`src/rtl/usb_evt_pkg.sv`:
```
package usb_evt_pkg;
  localparam int REG_W   = 32;
  localparam int NUM_DIRECT = 7;

  localparam int BIT_L1    = 7;
  localparam int BIT_SOFM  = 8;
  localparam int BIT_SOF   = 9;
  localparam int BIT_BRST  = 10;
  localparam int BIT_SUSP  = 11;
  localparam int BIT_WAKE  = 12;
  localparam int BIT_ERR   = 13;
  localparam int BIT_OVR   = 14;
  localparam int BIT_THR   = 16;

  // Position of each direct event, index order matches the event vector.
  localparam int DIRECT_POS [NUM_DIRECT] =
    '{BIT_L1, BIT_SOFM, BIT_SOF, BIT_BRST, BIT_SUSP, BIT_WAKE, BIT_OVR};

  function automatic logic [REG_W-1:0] liveMask();
    logic [REG_W-1:0] m;
    m = '0;
    for (int i = 0; i < NUM_DIRECT; i++) m[DIRECT_POS[i]] = 1'b1;
    m[BIT_ERR] = 1'b1;
    m[BIT_THR] = 1'b1;
    return m;
  endfunction

  localparam logic [REG_W-1:0] LIVE_MASK = liveMask();

  typedef enum logic [1:0] {
    CNT_HOLD = 2'd0,
    CNT_ADD  = 2'd1,
    CNT_ZERO = 2'd2
  } cntOpT;

  typedef struct packed {
    logic [REG_W-1:0] setMask;
    logic [REG_W-1:0] clrMask;
    cntOpT            cntOp;
    logic             lpPulse;
  } strobeT;
endpackage

```
`src/rtl/usb_evt_ctrl.sv`:
```
module usb_evt_ctrl
  import usb_evt_pkg::*;
(
  input  logic                   wrEn,
  input  logic [REG_W-1:0]       wrData,
  input  logic [NUM_DIRECT-1:0]  directEvt,
  input  logic [3:0]             errEvt,
  input  logic                   busReset,
  input  logic                   isoValid,
  input  logic                   thrHit,
  output strobeT                 strb
);
  logic [REG_W-1:0] directMask;

  // Scatter the direct events onto their flag positions.
  always_comb begin
    directMask = '0;
    for (int i = 0; i < NUM_DIRECT; i++) begin
      directMask[DIRECT_POS[i]] = directEvt[i];
    end
  end

  always_comb begin
    strb.setMask          = directMask;
    strb.setMask[BIT_ERR] = |errEvt;
    strb.setMask[BIT_THR] = thrHit & ~busReset;
    strb.clrMask          = wrEn ? (~wrData & LIVE_MASK) : '0;
    strb.lpPulse          = directEvt[5];
    if (busReset)      strb.cntOp = CNT_ZERO;
    else if (thrHit)   strb.cntOp = CNT_ZERO;
    else if (isoValid) strb.cntOp = CNT_ADD;
    else               strb.cntOp = CNT_HOLD;
  end
endmodule

```
`src/rtl/usb_evt_dp.sv`:
```
module usb_evt_dp
  import usb_evt_pkg::*;
#(
  parameter int THRESH  = 512,
  parameter int BYTES_W = 3
) (
  input  logic               clk,
  input  logic               rstN,
  input  strobeT             strb,
  input  logic               isoValid,
  input  logic [BYTES_W-1:0] isoBytes,
  output logic               thrHit,
  output logic [REG_W-1:0]   flags,
  output logic               lpOut
);
  localparam int CNT_W = $clog2(THRESH) + 1;

  logic [CNT_W-1:0] byteCnt;
  logic [CNT_W:0]   byteSum;

  assign byteSum = {1'b0, byteCnt} + {{(CNT_W+1-BYTES_W){1'b0}}, isoBytes};
  assign thrHit  = isoValid && (byteSum >= (CNT_W+1)'(THRESH));

  always_ff @(posedge clk or negedge rstN) begin
    if (!rstN) begin
      flags <= '0;
      lpOut <= 1'b0;
    end else begin
      flags <= ((flags & ~strb.clrMask) | strb.setMask) & LIVE_MASK;
      lpOut <= strb.lpPulse;
    end
  end

  always_ff @(posedge clk or negedge rstN) begin
    if (!rstN) begin
      byteCnt <= '0;
    end else begin
      case (strb.cntOp)
        CNT_ADD:  byteCnt <= byteSum[CNT_W-1:0];
        CNT_ZERO: byteCnt <= '0;
        default:  byteCnt <= byteCnt;
      endcase
    end
  end
endmodule

```
`src/rtl/usb_evt_flags.sv`:
```
module usb_evt_flags
  import usb_evt_pkg::*;
#(
  parameter int THRESH  = 512,
  parameter int BYTES_W = 3
) (
  input  logic               clk,
  input  logic               rstN,
  input  logic               wrEn,
  input  logic [31:0]        wrData,
  output logic [31:0]        rdData,
  input  logic               evtL1Req,
  input  logic               evtSofMissed,
  input  logic               evtSof,
  input  logic               evtBusReset,
  input  logic               evtSuspend,
  input  logic               evtWake,
  input  logic               evtMemOverrun,
  input  logic               errTimeout,
  input  logic               errCrc,
  input  logic               errStuff,
  input  logic               errFrame,
  input  logic               isoValid,
  input  logic [BYTES_W-1:0] isoBytes,
  output logic               lowPowerClr,
  output logic               wakeLine
);
  strobeT                strb;
  logic                  thrHit;
  logic [NUM_DIRECT-1:0] directEvt;
  logic [REG_W-1:0]      flags;

  assign directEvt = {evtMemOverrun, evtWake, evtSuspend, evtBusReset,
                      evtSof, evtSofMissed, evtL1Req};

  usb_evt_ctrl ctrl_i (
    .wrEn      (wrEn),
    .wrData    (wrData),
    .directEvt (directEvt),
    .errEvt    ({errFrame, errStuff, errCrc, errTimeout}),
    .busReset  (evtBusReset),
    .isoValid  (isoValid),
    .thrHit    (thrHit),
    .strb      (strb)
  );

  usb_evt_dp #(.THRESH(THRESH), .BYTES_W(BYTES_W)) dp_i (
    .clk      (clk),
    .rstN     (rstN),
    .strb     (strb),
    .isoValid (isoValid),
    .isoBytes (isoBytes),
    .thrHit   (thrHit),
    .flags    (flags),
    .lpOut    (lowPowerClr)
  );

  assign rdData   = flags;
  assign wakeLine = flags[BIT_WAKE];
endmodule

```
`config.mk`:
```
export PLATFORM = sky130hd
export DESIGN_NAME = usb_evt_flags
export DESIGN_NICKNAME = d
export VERILOG_FILES = /design/src/rtl/usb_evt_pkg.sv /design/src/rtl/usb_evt_ctrl.sv /design/src/rtl/usb_evt_dp.sv /design/src/rtl/usb_evt_flags.sv
export SDC_FILE = /design/constraint.sdc
export NUM_CORES = 1
export LEC_CHECK = 0
export CAP_MARGIN = 20
export CORE_MARGIN = 2
export CORE_UTILIZATION = 44
export DETAILED_ROUTE_END_ITERATION = 6
export GPL_TIMING_DRIVEN = 0
export PLACE_DENSITY_LB_ADDON = 0.1
export REMOVE_ABC_BUFFERS = 1
export SYNTH_ARGS = -nofsm -noshare
export SYNTH_HDL_FRONTEND = slang
export SYNTH_HIERARCHICAL = 1
export SYNTH_SLANG_ARGS = --single-unit
```
`constraint.sdc`:
```
create_clock -name clk -period 4.3 [get_ports clk]
set_input_delay 0.645 -clock clk [delete_from_list [all_inputs] [get_ports clk]]
set_output_delay 0.645 -clock clk [all_outputs]
set_load 0.02 [all_outputs]
```
==> results.json <==
{
  "initial_core_util_pct": 45.46,
  "via_per_inst": 4.856,
  "dp_hpwl_um": 1895,
  "slew_headroom_pct": 39.88,
  "cts.sinks": 20,
  "r2r_slack_ns": 1.21,
  "arrival_ns": 3.70,
  "cpPeakStageDelay_ns": 0.50,
  "dp.cells": 206,
  "cts_root_buf": "clkbuf_4",
  "tightest_slew_ns": 0.8990,
  "ios": 84,
  "slew_viol_final": 0,
  "die_y_um": 59.70,
  "ys_warn_count": 6,
  "status": "completed",
  "first_pass_iters": 4,
  "grt_pass1_wl_um": 4002,
  "antenna_found_initial": 0,
  "drive_above_1_share_pct": 5.114,
  "die_w_um": 59.70,
  "grt_pass1_vias": 945,
  "clk_path_buf_depth": 2,
  "cts-hold-fix-buffers": 0,
  "grt_overflow": 0,
  "drt_first_iter_violations": 25,
  "grt_max_degree": 21,
  "clock_latency_ns": 0.29,
  "cts_setup_buffers": 0,
  "cts_inserted_buffers": 3,
  "crit_fanout": 18,
  "drt-total-wl_um": 2457,
  "fin_skew_ns": 0.006650,
  "reg2reg_from": "dp_i/byteCnt[2]",
  "slowest_stage": "ha_1",
  "period_minus_slack_ns": 3.478,
  "fmax_mhz": 287.5,
  "drv_cap": 0,
  "synth.avg_cell_area_um2": 9.161,
  "power.density_nw_per_um2": 320.1,
  "worst-r2r-cell-count": 11,
  "gp_congestion": 0.8334,
  "hold_viol": 0,
  "p_leak_nw": 0.7367,
  "holdPathStages": 1,
  "row_count": 20,
  "cts_tree": "yes",
  "post_layout_nonfiller_instances": 209,
  "min_to": "dp_i/flags[11]",
  "layout.nets": 233,
  "fin_setup_tns_ns": 0,
  "crit_type": "in2reg",
  "antenna_cells": 0,
  "min_from": "dp_i/flags[11]",
  "cts_resized": 0,
  "r2r-end": "dp_i/byteCnt[8]",
  "drc_errors": 0,
  "core_area_um2": 3003,
  "vias": 1015,
  "worst_ir_drop_vdd_uv": 182.1,
  "track_usage_pct": 14.86,
  "ant_nets": 0,
  "clk_pin_slew_ns": 0.10,
  "syn_inst": 149,
  "required_ns": 4.52,
  "wl_per_cell_um": 11.76,
  "port_buffers": 37,
  "crit_path_end_kind": "flop",
  "crit_chain": "clkdlybuf4s50_1 > ha_1 > inv_1 > fa_1 > and2b_1 > nor2_1 > nand3_1 > o211a_1 > or2_2 > ha_1 > nor2_1 > o211ai_1 > or3_1 > o21ai_1",
  "worst_setup_path_start_kind": "input port",
  "syn2layout_area_growth_pct": 19.25,
  "setup_violations": 0,
  "htree_levels": 1,
  "hp-class": "reg2reg",
  "syn_area_um2": 1365,
  "rsz0062_at_grt": "false",
  "fin_crit_sh_pct": 80.88,
  "die-area_um2": 3564
}
==> final cells by class <==
class,instances,area [um^2]
tap,33,41.29
clock buffer,3,22.52
timing repair buffer,37,370.4
multi-input combinational,100,633.1
sequential,20,500.5
inverter,16,60.06
fill,277,1375
==> per-stage QoR <==
stage               power [mW]  setup WS, ns  utilization (%)  cell area (um^2)  hold slack, ns
finish                  0.5211        0.8220            54.21              1628          0.4840
global route            0.5664        0.6638            54.21              1628          0.5169
CTS                     0.5283        0.8419            54.21              1628          0.4932
detailed placement      0.4408        0.5294            53.46              1605          0.4682
global placement        0.4326        0.5762            53.46              1605          0.4592
floorplan               0.3740         1.259                -              1194          0.3494
==> power by group <==
| group | switching [mW] | total (mW) | leakage (nW) | internal [mW] |
|---|---|---|---|---|
| registers | 0.0330 | 0.253 | 0.235 | 0.220 |
| logic | 0.102 | 0.184 | 0.488 | 0.0823 |
| clock network | 0.0519 | 0.0845 | 0.0138 | 0.0325 |
| total | 0.187 | 0.521 | 0.737 | 0.334 |
==> worst max-delay path: cells and delay by family <==
family | cells | cell delay, ns
simple gates | 6 | 1.30
compound gates | 3 | 0.36
buf+inv | 2 | 0.48
fa+ha+maj | 3 | 0.91
==> state kept, by name, indices dropped and copies added, names as in the netlist <==
| name | count |
|---|---|
| dp_i/lpOut | 1 |
| dp_i/byteCnt | 10 |
| dp_i/flags | 9 |
==> placed cells by master (no fill, tap or decap), types with 2 or more instances in the layout <==
| cell | instances |
|---|---|
| inv_1 | 15 |
| a21o_1 | 9 |
| nand2_1 | 10 |
| clkbuf_4 | 3 |
| o21ai_1 | 6 |
| mux2i_1 | 4 |
| a21oi_1 | 3 |
| nand3_2 | 2 |
| nor3_1 | 2 |
| nor3b_1 | 2 |
| clkdlybuf4s50_1 | 37 |
| nor2b_1 | 11 |
| conb_1 | 23 |
| dfrtp_1 | 20 |
| ha_1 | 4 |
| nand3_1 | 2 |
| nor2_1 | 4 |
==> routing by layer <==
layer | vias to the layer above | part of all wire [%] | global-route usage, % | routed length (um)
met4 | 0 | 0.73 | 6.667 | 18
met5 | - | 0 | 0 | 0
met1 | 476 | 45 | 18.23 | 1104
li1 | 494 | - | - | -
met2 | 43 | 46 | 25.00 | 1121
met3 | 2 | 8.6 | 3.030 | 212
==> how the worst max path moves through the flow <==
| stage | startpoint | end | cells after the start |
|---|---|---|---|
| 2_1_floorplan | isoBytes[2] | dp_i/byteCnt[8] | 11 |
| 3_3_place_gp | isoBytes[0] | dp_i/byteCnt[8] | 14 |
| 3_5_place_dp | isoBytes[0] | dp_i/byteCnt[8] | 14 |
| 4_1_cts | isoBytes[0] | dp_i/byteCnt[8] | 14 |
| 5_1_grt | isoBytes[0] | dp_i/byteCnt[8] | 15 |
| 6_report | isoBytes[0] | dp_i/byteCnt[8] | 14 |
Note: power is estimated with default switching activity, not from simulation.
